==> src/rtl/fle_pkg.sv <==
package fle_pkg;
   typedef enum logic [1:0] {
      MODE_SINGLE = 2'b00,
      MODE_DUAL   = 2'b01,
      MODE_SHIFT  = 2'b10,
      MODE_RSVD   = 2'b11
   } fle_mode_e;

   function automatic logic is_single(input fle_mode_e m);
      return (m == MODE_SINGLE) || (m == MODE_RSVD);
   endfunction
endpackage

==> src/rtl/fle_lut.sv <==
module fle_lut #(
   parameter int LUT_K = 4,
   localparam int ENTRIES = 1 << LUT_K,
   localparam int SUB_K = LUT_K - 1
) (
   input  logic [ENTRIES-1:0] truth,
   input  logic [LUT_K-1:0]   sel,
   output logic               f_full,
   output logic               f_lo,
   output logic               f_hi
);
   generate
      if (LUT_K < 2) begin : g_bad_k
         $error("fle_lut: LUT_K must be at least 2");
      end
   endgenerate

   logic [SUB_K-1:0] sub_sel;

   always_comb begin
      sub_sel = sel[SUB_K-1:0];
      f_full  = truth[sel];
      f_lo    = truth[{1'b0, sub_sel}];
      f_hi    = truth[{1'b1, sub_sel}];
   end
endmodule

==> src/rtl/fle_ff_pair.sv <==
module fle_ff_pair
   import fle_pkg::*;
(
   input  logic      clk,
   input  logic      rst,
   input  fle_mode_e mode,
   input  logic      test_en,
   input  logic      scan_in,
   input  logic      sr_din,
   input  logic      f_full,
   input  logic      f_lo,
   input  logic      f_hi,
   output logic [1:0] q
);
   logic [1:0] q_nxt;

   always_comb begin
      q_nxt = q;
      if (test_en) begin
         q_nxt = {q[0], scan_in};
      end else begin
         unique case (mode)
            MODE_DUAL:  q_nxt = {f_hi, f_lo};
            MODE_SHIFT: q_nxt = {q[0], sr_din};
            default:    q_nxt = {q[1], f_full};
         endcase
      end
   end

   always_ff @(posedge clk) begin
      if (rst) q <= '0;
      else     q <= q_nxt;
   end

   a_r1_reset_clears: assert property (@(posedge clk) rst |=> (q == 2'b00));
   a_r7_scan_shift: assert property (@(posedge clk) disable iff (rst)
      test_en |=> (q[0] == $past(scan_in)) && (q[1] == $past(q[0])));
   a_r6_serial_shift: assert property (@(posedge clk) disable iff (rst)
      (!test_en && mode == MODE_SHIFT) |=> (q[0] == $past(sr_din)) && (q[1] == $past(q[0])));
   a_r3_hold_ff1: assert property (@(posedge clk) disable iff (rst)
      (!test_en && is_single(mode)) |=> (q[1] == $past(q[1])) && (q[0] == $past(f_full)));
   a_r5_dual_capture: assert property (@(posedge clk) disable iff (rst)
      (!test_en && mode == MODE_DUAL) |=> (q == $past({f_hi, f_lo})));
endmodule

==> src/rtl/fle_out_mux.sv <==
module fle_out_mux
   import fle_pkg::*;
#(
   parameter int N_OUT = 2
) (
   input  fle_mode_e        mode,
   input  logic [N_OUT-1:0] reg_sel,
   input  logic             f_full,
   input  logic             f_lo,
   input  logic             f_hi,
   input  logic [N_OUT-1:0] q,
   output logic [N_OUT-1:0] dout
);
   generate
      if (N_OUT != 2) begin : g_bad_n
         $error("fle_out_mux: the element has exactly two outputs");
      end
   endgenerate

   logic [N_OUT-1:0] comb_v;

   always_comb begin
      comb_v = {f_hi, f_lo};
      if (is_single(mode)) comb_v = {N_OUT{f_full}};
   end

   for (genvar i = 0; i < N_OUT; i++) begin : g_out
      always_comb begin
         if (mode == MODE_SHIFT) dout[i] = q[i];
         else if (reg_sel[i])    dout[i] = q[i];
         else                    dout[i] = comb_v[i];
      end
   end

   always_comb begin
      a_r6_shift_regs_out: assert (mode != MODE_SHIFT || dout == q);
   end
endmodule

==> src/rtl/frac_logic_elem.sv <==
module frac_logic_elem
   import fle_pkg::*;
#(
   parameter int LUT_K = 4,
   parameter int SR_DIN_IDX = 0,
   localparam int ENTRIES = 1 << LUT_K,
   localparam int N_OUT = 2
) (
   input  logic               clk,
   input  logic               rst,
   input  logic [ENTRIES-1:0] cfg_truth,
   input  logic [1:0]         cfg_mode,
   input  logic [N_OUT-1:0]   cfg_out_reg,
   input  logic [LUT_K-1:0]   lut_in,
   input  logic               test_en,
   input  logic               scan_in,
   output logic [N_OUT-1:0]   data_out,
   output logic               scan_out
);
   generate
      if (SR_DIN_IDX < 0 || SR_DIN_IDX >= LUT_K) begin : g_bad_idx
         $error("frac_logic_elem: SR_DIN_IDX outside LUT inputs");
      end
   endgenerate

   fle_mode_e  mode;
   logic       f_full, f_lo, f_hi;
   logic [1:0] q;

   assign mode = fle_mode_e'(cfg_mode);

   fle_lut #(.LUT_K(LUT_K)) u_lut (
      .truth (cfg_truth),
      .sel   (lut_in),
      .f_full(f_full),
      .f_lo  (f_lo),
      .f_hi  (f_hi)
   );

   fle_ff_pair u_ffs (
      .clk    (clk),
      .rst    (rst),
      .mode   (mode),
      .test_en(test_en),
      .scan_in(scan_in),
      .sr_din (lut_in[SR_DIN_IDX]),
      .f_full (f_full),
      .f_lo   (f_lo),
      .f_hi   (f_hi),
      .q      (q)
   );

   fle_out_mux #(.N_OUT(N_OUT)) u_mux (
      .mode   (mode),
      .reg_sel(cfg_out_reg),
      .f_full (f_full),
      .f_lo   (f_lo),
      .f_hi   (f_hi),
      .q      (q),
      .dout   (data_out)
   );

   assign scan_out = q[1];

   a_r8_scan_out_follows: assert property (@(posedge clk) disable iff (rst)
      test_en |=> (scan_out == $past(q[0])));
   a_r9_comb_select: assert property (@(posedge clk) disable iff (rst)
      (is_single(mode) && !cfg_out_reg[0]) |-> (data_out[0] == cfg_truth[lut_in]));
endmodule

==> config.mk <==
export PLATFORM = sky130hd
export DESIGN_NAME = frac_logic_elem
export DESIGN_NICKNAME = d
export VERILOG_FILES = /design/src/rtl/fle_pkg.sv /design/src/rtl/fle_lut.sv /design/src/rtl/fle_ff_pair.sv /design/src/rtl/fle_out_mux.sv /design/src/rtl/frac_logic_elem.sv
export SDC_FILE = /design/constraint.sdc
export NUM_CORES = 1
export LEC_CHECK = 0
export BUFFER_PORTS_ARGS = -buffer_cell sky130_fd_sc_hd__buf_2
export CORE_AREA = 3 3 40 42
export DETAILED_ROUTE_END_ITERATION = 8
export DIE_AREA = 0 0 43 45
export GPL_ROUTABILITY_DRIVEN = 0
export GPL_TIMING_DRIVEN = 0
export MAX_ROUTING_LAYER = met4
export REMOVE_ABC_BUFFERS = 1
export SYNTH_ARGS = -nofsm -noshare
export SYNTH_HDL_FRONTEND = slang
export SYNTH_SLANG_ARGS = --single-unit
==> constraint.sdc <==
create_clock -name clk -period 1.6 [get_ports clk]
set_clock_uncertainty 0.05 [all_clocks]
set_input_delay 0.08 -clock clk [delete_from_list [all_inputs] [get_ports clk]]
set_output_delay 0.08 -clock clk [all_outputs]
set_load 0.1 [all_outputs]
==> results of run 1 <==
layout by cell type, fill, tap and decap left out:
cell and instances:
buf_2 27, nor2_1 5, mux4_2 4, nand2_1 4, inv_1 3, clkbuf_4 3, mux2_4 2, a31oi_1 2
buf_6 2, dfxtp_1 2, or2b_4 1, mux2i_4 1, a21oi_2 1, nand3_1 1, and2b_2 1, or2b_2 1
a221oi_2 1, a221oi_1 1, or4b_2 1, o21ai_0 1, ha_4 1, ha_1 1, dlygate4sd3_1 1, buf_8 1
area by class of cell:
class,count,area share [%]
multi-input combinational,29,52.8
clock buffer,3,3.86
sequential,2,6.87
timing repair buffer,31,31.3
inverter,3,1.93
tap,15,3.22
logic make-up after synthesis:
kind of cell / after synthesis / synth area share, %
flip-flops: 2 / 11.9
adder cells (fa/ha/maj): 2 / 7.46
buffers and inverters: 4 / 6.72
AND/OR/NAND/NOR: 14 / 22.4
AO/OA/AOI/OAI: 6 / 13.8
multiplexers: 7 / 37.7
where the power goes:
| group | switching [mW] | internal [mW] |
|---|---|---|
| combinational | 0.116 | 0.0984 |
| clock | 0.0256 | 0.0824 |
| sequential | 0.00211 | 0.0542 |
critical path, stage by stage:
cell and delay [ps]:
buf_6 110, mux4_2 480, mux2_4 310, mux2i_4 160, a21oi_2 80, buf_8 180
worst max-delay path by stage:
stage / startpoint / end / cells after the start
2_1_floorplan: u_ffs.q[1] / data_out[1] / 2
3_3_place_gp: lut_in[0] / data_out[1] / 6
3_5_place_dp: lut_in[0] / data_out[1] / 6
4_1_cts: lut_in[0] / data_out[1] / 6
5_1_grt: lut_in[0] / data_out[1] / 6
6_report: lut_in[0] / data_out[1] / 6
what timing repair did:
item,4_1_cts,5_1_grt
resized for setup,6,7
endpoints found under the hold margin,2,0
endpoints found under the setup margin,2,1
hold buffers,1,0
pin swaps,1,1
per-stage QoR:
stage	TNS (ps)	hold slack (ps)
finish	0	69.5
global route	0	63.7
CTS	0	63.7
detailed placement	-269	221
global placement	-252	213
floorplan	-2130	99.4
layer usage:
metal | up-vias | routed length (um)
li1 | 199 | -
met1 | 175 | 376
met2 | 29 | 401
met3 | 0 | 112
met4 | 0 | 0
met5 | - | 0
==> results.py, run 1 <==
metrics = {
    "placement": {
        "port-buffer-count": 30,
        "dpl_cell_area_sq_um": 493,
        "dpl.hpwl_um": 783,
        "place_inst": 79,
        "preCtsSetupSlack_ps": -162,
    },
    "setup_path": {
        "r2r_end": "u_ffs.q[1]",
        "cp-start-kind": "input pin",
        "end_kind": "output pin",
        "worstReg2RegStart": "u_ffs.q[1]",
        "crit_arrival_ps": 1410,
        "reg2regPathDepth": 2,
        "r2r_setup_slack_ps": 400,
        "path_max_fanout": 5,
        "crit_required_ps": 1470,
        "crit_type": "in -> out",
    },
    "synth": {
        "synth_edf_count": 0,
        "synthArstFlopShare_pct": 0,
        "ys_types": 19,
        "ys_seq_elements": 2,
        "synth_area_leaders": "mux4_2 27%, dfxtp_1 12%, ha_1 7.5%",
        "synthCells": 35,
        "synth.cell_area_sq_um": 335,
        "yosysTopAreaCellShare_pct": 26.9,
        "ys_seq_area_share_pct": 11.9,
        "yosysMostFrequentCell": "nor2_1",
        "synth_ff_type": "dfxtp_1",
        "synthTopCellsByCount": "5 x nor2_1, 4 x mux4_2, 4 x nand2_1",
        "yosys.area.top_type": "mux4_2",
        "synth_warnings": 0,
        "avgSynthCellArea_sq_um": 9.58,
    },
    "grt": {
        "track_usage_pct": 10.1,
        "met1_usage_pct": 13.3,
        "antenna_found_initial": 0,
        "grt_pass1_wl_mm": 1.49,
        "grtUsageMet3_pct": 3.59,
        "grt_pass1_vias": 399,
        "met2_usage_pct": 16.2,
        "grt_max_degree": 6,
        "busiest_layer": "met2",
        "grt-ovfl-total": 0,
    },
    "clock_tree": {
        "tritoncts": "built",
        "clkSinkCount": 2,
        "post_cts_buffers": 0,
        "clock_path_buffers": 2,
        "clk_pin_slew_ps": 30,
        "numCtsBuffers": 3,
        "h-tree-depth": 1,
        "root_buffer": "clkbuf_4",
        "clock_latency_ps": 220,
    },
    "die": {
        "rows": 13,
        "dieWidth_um": 43,
        "core_sq_um": 1280,
        "die_area_sq_um": 1940,
        "initial_utilization_pct": 26.1,
        "die_h_um": 45,
        "io_pins": 31,
    },
    "flow_run": {
        "drv_cap": 0,
    },
    "timing": {
        "layout_setup_ws_ps": 63.3,
        "fmax_ghz": 0.651,
        "min_period_over_period_pct": 96.0,
        "relSlewSlack_pct": 67.9,
        "hold_viol": 0,
        "rsz0062_at_grt": "no",
        "drv_slew": 0,
        "min_period_ps": 1540,
        "tightest_slew_ps": 484,
        "finalSetupViolations": 0,
    },
    "pwr": {
        "leakage_nw": 0.290,
        "ir_worst_vdd_mv": 0.356,
        "power_density_nw_per_um2": 650,
        "total_power_uw": 379,
    },
    "drt": {
        "ant_nets": 0,
        "via_per_inst": 4.86,
        "wl_per_cell_um": 10.7,
        "dr.pass1.iters": 2,
        "vias": 403,
        "drc": 0,
        "drt_iter0_markers": 6,
        "wl_um": 890,
    },
    "hold_path": {
        "min_path_type": "in -> reg",
        "hold_depth": 3,
        "holdCritStartpoint": "scan_in",
        "min_to": "u_ffs.q[0]",
    },
    "outcome": {
        "outcome": "finished, final reports clean",
    },
    "cells_and_area": {
        "largest-register": "u_ffs.q",
        "diodes": 0,
        "multi_input_area_sq_um": 308,
        "final_cells": 83,
        "fillers": 127,
        "top_regs": "u_ffs.q (2)",
        "drive_gt1_share_pct": 69.1,
        "register_area_sq_um": 40.0,
        "synthToLayoutAreaGrowth_pct": 73.9,
        "largest_register_ffs": 2,
        "postLayoutCoreUtil_pct": 45.4,
        "final_cell_area_sq_um": 583,
        "fin_nets": 100,
    },
}
(Power assumes the default switching activity.)
==> inputs of run 2 (changes only) <==
--- a/config.mk
+++ b/config.mk
@@ -12,6 +12,7 @@
 export GPL_ROUTABILITY_DRIVEN = 0
 export GPL_TIMING_DRIVEN = 0
 export MAX_ROUTING_LAYER = met4
+export PLACE_DENSITY = 0.63
 export REMOVE_ABC_BUFFERS = 1
 export SYNTH_ARGS = -nofsm -noshare
 export SYNTH_HDL_FRONTEND = slang
==> run 2 against run 1 <==
Global-route usage shrank 0.18 points. Register-to-register slack is essentially flat. First-iteration DRC count grew 100%. Utilization shrank 1.4 points. Critical endpoint unchanged. Largest cell class unchanged.
==> results.py, run 2 (synthesis results as in run 1) <==
metrics = {
    "cells_and_area": {
        "fin_nets": 100,
        "synthToLayoutAreaGrowth_pct": 68.7,
        "mostFrequentLayoutCells": "27 x buf_2, 5 x nor2_1, 4 x mux4_2, 4 x nand2_1",
        "fillers": 127,
        "largest_register_ffs": 2,
        "final_common_cell": "buf_2",
        "largest-register": "u_ffs.q",
        "diodes": 0,
        "top_regs": "u_ffs.q (2)",
        "final_cell_area_sq_um": 566,
        "drive_gt1_share_pct": 67.6,
    },
    "placement": {
        "port-buffer-count": 30,
        "dpl_cell_area_sq_um": 493,
        "dpl.hpwl_um": 784,
    },
    "grt": {
        "track_usage_pct": 9.96,
        "antenna_found_initial": 0,
        "grt_pass1_vias": 405,
        "grt_pass1_wl_mm": 1.50,
        "grt_max_degree": 6,
        "grt-ovfl-total": 0,
    },
    "timing": {
        "tightest_slew_ps": 482,
        "hold_viol": 0,
        "drv_slew": 0,
        "min_period_ps": 1530,
        "min_period_over_period_pct": 95.7,
        "finalSetupViolations": 0,
        "rsz0062_at_grt": "no",
        "fmax_ghz": 0.653,
        "relSlewSlack_pct": 68.1,
    },
    "hold_path": {
        "min_path_type": "in -> reg",
        "hold_depth": 3,
    },
    "clock_tree": {
        "tritoncts": "built",
        "clk_pin_slew_ps": 30,
        "post_cts_buffers": 0,
        "clock_path_buffers": 2,
        "clkSinkCount": 2,
        "numCtsBuffers": 3,
        "clock_latency_ps": 220,
        "h-tree-depth": 1,
        "root_buffer": "clkbuf_4",
    },
    "die": {
        "core_sq_um": 1280,
        "dieWidth_um": 43,
        "die_area_sq_um": 1940,
        "initial_utilization_pct": 26.1,
        "io_pins": 31,
        "rows": 13,
        "die_h_um": 45,
    },
    "outcome": {
        "outcome": "finished, final reports clean",
    },
    "pwr": {
        "leakage_nw": 0.290,
        "ir_worst_vdd_mv": 0.327,
        "total_power_uw": 366,
        "power_density_nw_per_um2": 648,
    },
    "setup_path": {
        "cp-start-kind": "input pin",
        "crit_chain": "buf_6 -> mux4_2 -> mux2_4 -> mux2i_1 -> a21oi_1 -> buf_6",
        "cp.depth": 6,
        "end_kind": "output pin",
        "crit_arrival_ps": 1400,
        "cpLargestDelayFamily": "multiplexers",
        "path_max_fanout": 5,
        "reg2regPathDepth": 2,
        "critPathMaxStageDelay_ps": 490,
        "crit_type": "in -> out",
        "crit_required_ps": 1470,
        "path_common_cell": "buf_6",
        "path_buf_inv": 2,
        "cp_slowest_cell": "mux4_2",
    },
    "drt": {
        "dr.pass1.iters": 4,
        "wl_per_cell_um": 11.2,
        "drc": 0,
        "drt_iter0_markers": 12,
        "vias": 406,
        "wl_um": 928,
        "via_per_inst": 4.89,
        "ant_nets": 0,
    },
    "flow_run": {
        "drv_cap": 0,
    },
}
[run 2: tightest hold or removal path: stages]
cell and delay [ps]:
buf_2 90, inv_1 40, a221oi_1 70
[run 2: worst paths after layout]
kind         startpoint  slack, ps          end
max           lut_in[0]         70  data_out[1]
min             scan_in         70   u_ffs.q[0]
min reg2reg  u_ffs.q[0]        450   u_ffs.q[1]
max reg2reg  u_ffs.q[1]        410   u_ffs.q[1]
[run 2: power by group]
group / internal [mW] / total (mW) / switching (mW)
Combinational: 0.0896 / 0.202 / 0.112
Sequential: 0.0542 / 0.0564 / 0.00221
Clock: 0.0826 / 0.108 / 0.0256
Total: 0.226 / 0.366 / 0.140
[run 2: per-stage QoR]
step	hold WS (ps)	setup TNS (ps)	instances	worst slack, ps	utilization [%]
2_1_floorplan	99.4	-2130	34	-1080	-
3_3_place_gp	212	-242	79	-135	38.4
3_5_place_dp	216	-243	79	-126	38.4
4_1_cts	68.4	0	83	6.61	42.1
5_1_grt	81.3	0	83	33.1	44.0
6_report	71.6	0	83	68.1	44.0
[run 2: timing repair]
item | 4_1_cts | 5_1_grt
gates resized for setup | 5 | 4
cloned | 0 | 0
hold buffers | 1 | 0
hold endpoints to repair | 2 | 0
endpoints found under the setup margin | 2 | 2
[run 2: cell type report]
type | instances | area [sq um] | area share [%]
multi-input combinational | 29 | 294 | 52.0
inverter | 3 | 11.3 | 1.99
sequential | 2 | 40.0 | 7.08
timing repair buffer | 31 | 179 | 31.6
tap | 15 | 18.8 | 3.32
clock buffer | 3 | 22.5 | 3.98
[run 2: routing by layer]
metal	wire length [um]	global-route usage [%]	share of wire, %
met4	0	0	0
met3	103	2.79	11
met1	367	12.3	40
met2	457	17.4	49
met5	0	-	0
==> inputs of run 3 (changes only) <==
--- a/config.mk
+++ b/config.mk
@@ -7,6 +7,7 @@
 export LEC_CHECK = 0
 export BUFFER_PORTS_ARGS = -buffer_cell sky130_fd_sc_hd__buf_2
 export CORE_AREA = 3 3 40 42
+export CTS_BUF_LIST = sky130_fd_sc_hd__clkbuf_16
 export DETAILED_ROUTE_END_ITERATION = 8
 export DIE_AREA = 0 0 43 45
 export GPL_ROUTABILITY_DRIVEN = 0
==> run 3 against run 2 <==
Via count up 3.2%. Combinational power about the same. Die area is the same. Non-clock buffer count stayed put. Register-to-register slack about the same. Utilization grew 4.1 points. Setup slack got worse by 11 ps. Total power up 75%. Highest routed layer is now met4.
==> results.py, run 3 (synthesis results as in run 1) <==
metrics = {
    "drt": {
        "ant_nets": 0,
        "via_per_inst": 5.05,
        "drt_iter0_markers": 5,
        "dr.pass1.iters": 4,
        "drc": 0,
        "wl_mm": 1.06,
        "vias": 419,
        "wl_per_cell_um": 12.8,
    },
    "cells_and_area": {
        "synthToLayoutAreaGrowth_pct": 84.3,
        "fin_nets": 100,
        "largest-register": "u_ffs.q",
        "largest_register_ffs": 2,
        "mostFrequentLayoutCells": "27 x buf_2, 5 x nor2_1, 4 x mux4_2, 4 x nand2_1",
        "diodes": 0,
        "final_common_cell": "buf_2",
        "drive_gt1_share_pct": 67.6,
        "top_regs": "u_ffs.q (2)",
    },
    "die": {
        "rows": 13,
        "dieWidth_um": 43,
        "initial_utilization_pct": 26.1,
        "die_area_sq_um": 1940,
        "die_h_um": 45,
        "core_sq_um": 1280,
        "io_pins": 31,
    },
    "setup_path": {
        "cp-start-kind": "input pin",
        "cp_slowest_cell": "mux4_2",
        "crit_required_ps": 1470,
        "crit_type": "in -> out",
        "crit_arrival_ps": 1410,
        "path_max_fanout": 5,
        "path_common_cell": "buf_6",
        "critPathMaxStageDelay_ps": 500,
        "cpLargestDelayFamily": "multiplexers",
        "crit_chain": "buf_6 -> mux4_2 -> mux2_4 -> mux2i_1 -> a21oi_1 -> buf_6",
        "path_buf_inv": 2,
        "end_kind": "output pin",
    },
    "timing": {
        "fmax_ghz": 0.648,
        "timing.hold.ws_ps": 65.5,
        "finalSetupViolations": 0,
        "hold_viol": 0,
        "tns_ps": 0,
        "relSlewSlack_pct": 68.0,
        "rsz0062_at_grt": "no",
        "min_period_ps": 1540,
        "min_period_over_period_pct": 96.4,
        "tightest_slew_ps": 484,
        "drv_slew": 0,
    },
    "clock_tree": {
        "tritoncts": "built",
        "numCtsBuffers": 3,
        "clk_pin_slew_ps": 30,
        "h-tree-depth": 1,
        "clock_path_buffers": 2,
        "clkSinkCount": 2,
        "root_buffer": "clkbuf_16",
        "clock_latency_ps": 220,
    },
    "pwr": {
        "comb_power_share_pct": 31.7,
        "ir_worst_vdd_mv": 0.492,
        "power_frac_seq_pct": 8.8,
        "switching_share_pct": 27.8,
        "p_int_uw": 462,
        "leakage_nw": 0.314,
        "power_density_nw_per_um2": 1040,
        "p_sw_uw": 178,
        "pwr-share-clk_pct": 59.5,
    },
    "grt": {
        "antenna_found_initial": 0,
        "grt_pass1_wl_mm": 1.75,
        "grt_max_degree": 6,
        "met1_usage_pct": 12.6,
        "grtUsageMet3_pct": 2.79,
        "busiest_layer": "met2",
        "grt_pass1_vias": 440,
        "track_usage_pct": 13.3,
        "grt-ovfl-total": 0,
        "met2_usage_pct": 23.4,
    },
    "outcome": {
        "outcome": "finished, final reports clean",
    },
    "flow_run": {
        "drv_cap": 0,
    },
    "placement": {
        "port-buffer-count": 30,
        "dpl.hpwl_um": 784,
    },
    "hold_path": {
        "min_path_type": "in -> reg",
    },
}
## run 3: cell counts in the layout (fill, tap and decap cells not counted)
Identical to the previous run, type by type.
## run 3: cell type report
| class | instances | area, sq um |
|---|---|---|
| Clock buffer | 3 | 75.1 |
| Fill cell | 129 | 667 |
| Inverter | 3 | 11.3 |
| Multi-Input combinational cell | 29 | 294 |
| Sequential cell | 2 | 40.0 |
| Tap cell | 15 | 18.8 |
| Timing Repair Buffer | 31 | 179 |
## run 3: power groups by stage
stage | clock (mW) | sequential [mW] | combinational [mW]
after floorplan | 0 | 0.0677 | 0.113
after global placement | 0 | 0.0569 | 0.177
after detailed placement | 0 | 0.0570 | 0.180
after CTS | 0.386 | 0.0565 | 0.195
after global routing | 0.390 | 0.0569 | 0.218
final | 0.380 | 0.0565 | 0.203
## run 3: final timing paths
check	to	slack, ps	from	cells after the start
worst max-delay path	data_out[1]	60	lut_in[0]	6
worst min-delay path	u_ffs.q[0]	70	scan_in	3
worst max register to register	u_ffs.q[1]	400	u_ffs.q[1]	2
worst min register to register	u_ffs.q[1]	450	u_ffs.q[0]	2
## run 3: worst register-to-register path: stages (launching register included)
cell and delay [ps]:
dfxtp_1 340, or4b_2 590, a31oi_1 150
## run 3: timing repair
| action | 4_1_cts | 5_1_grt |
|---|---|---|
| gates resized for setup | 6 | 3 |
| hold endpoints to repair | 2 | 0 |
| buffers inserted | 0 | 0 |
| endpoints found under the setup margin | 2 | 2 |
| hold buffers | 1 | 0 |
## run 3: metal layers
layer  share of wire [%]  wire [um]  vias to the layer above
met5                   0          0                        -
met4                 3.6         38                        0
met3                  12        126                        5
met2                  52        550                       34
met1                  33        347                      182
li1                    -          -                      198
## run 3: metrics by stage
stage / area [sq um] / total power, mW / util, % / setup slack [ps] / instances
global placement: 493 / 0.234 / 38.4 / -135 / 79
detailed placement: 493 / 0.237 / 38.4 / -126 / 79
CTS: 598 / 0.637 / 46.5 / 0.739 / 83
floorplan: 324 / 0.181 / - / -1080 / 34
global route: 618 / 0.665 / 48.1 / 7.12 / 83
finish: 618 / 0.640 / 48.1 / 57.4 / 83
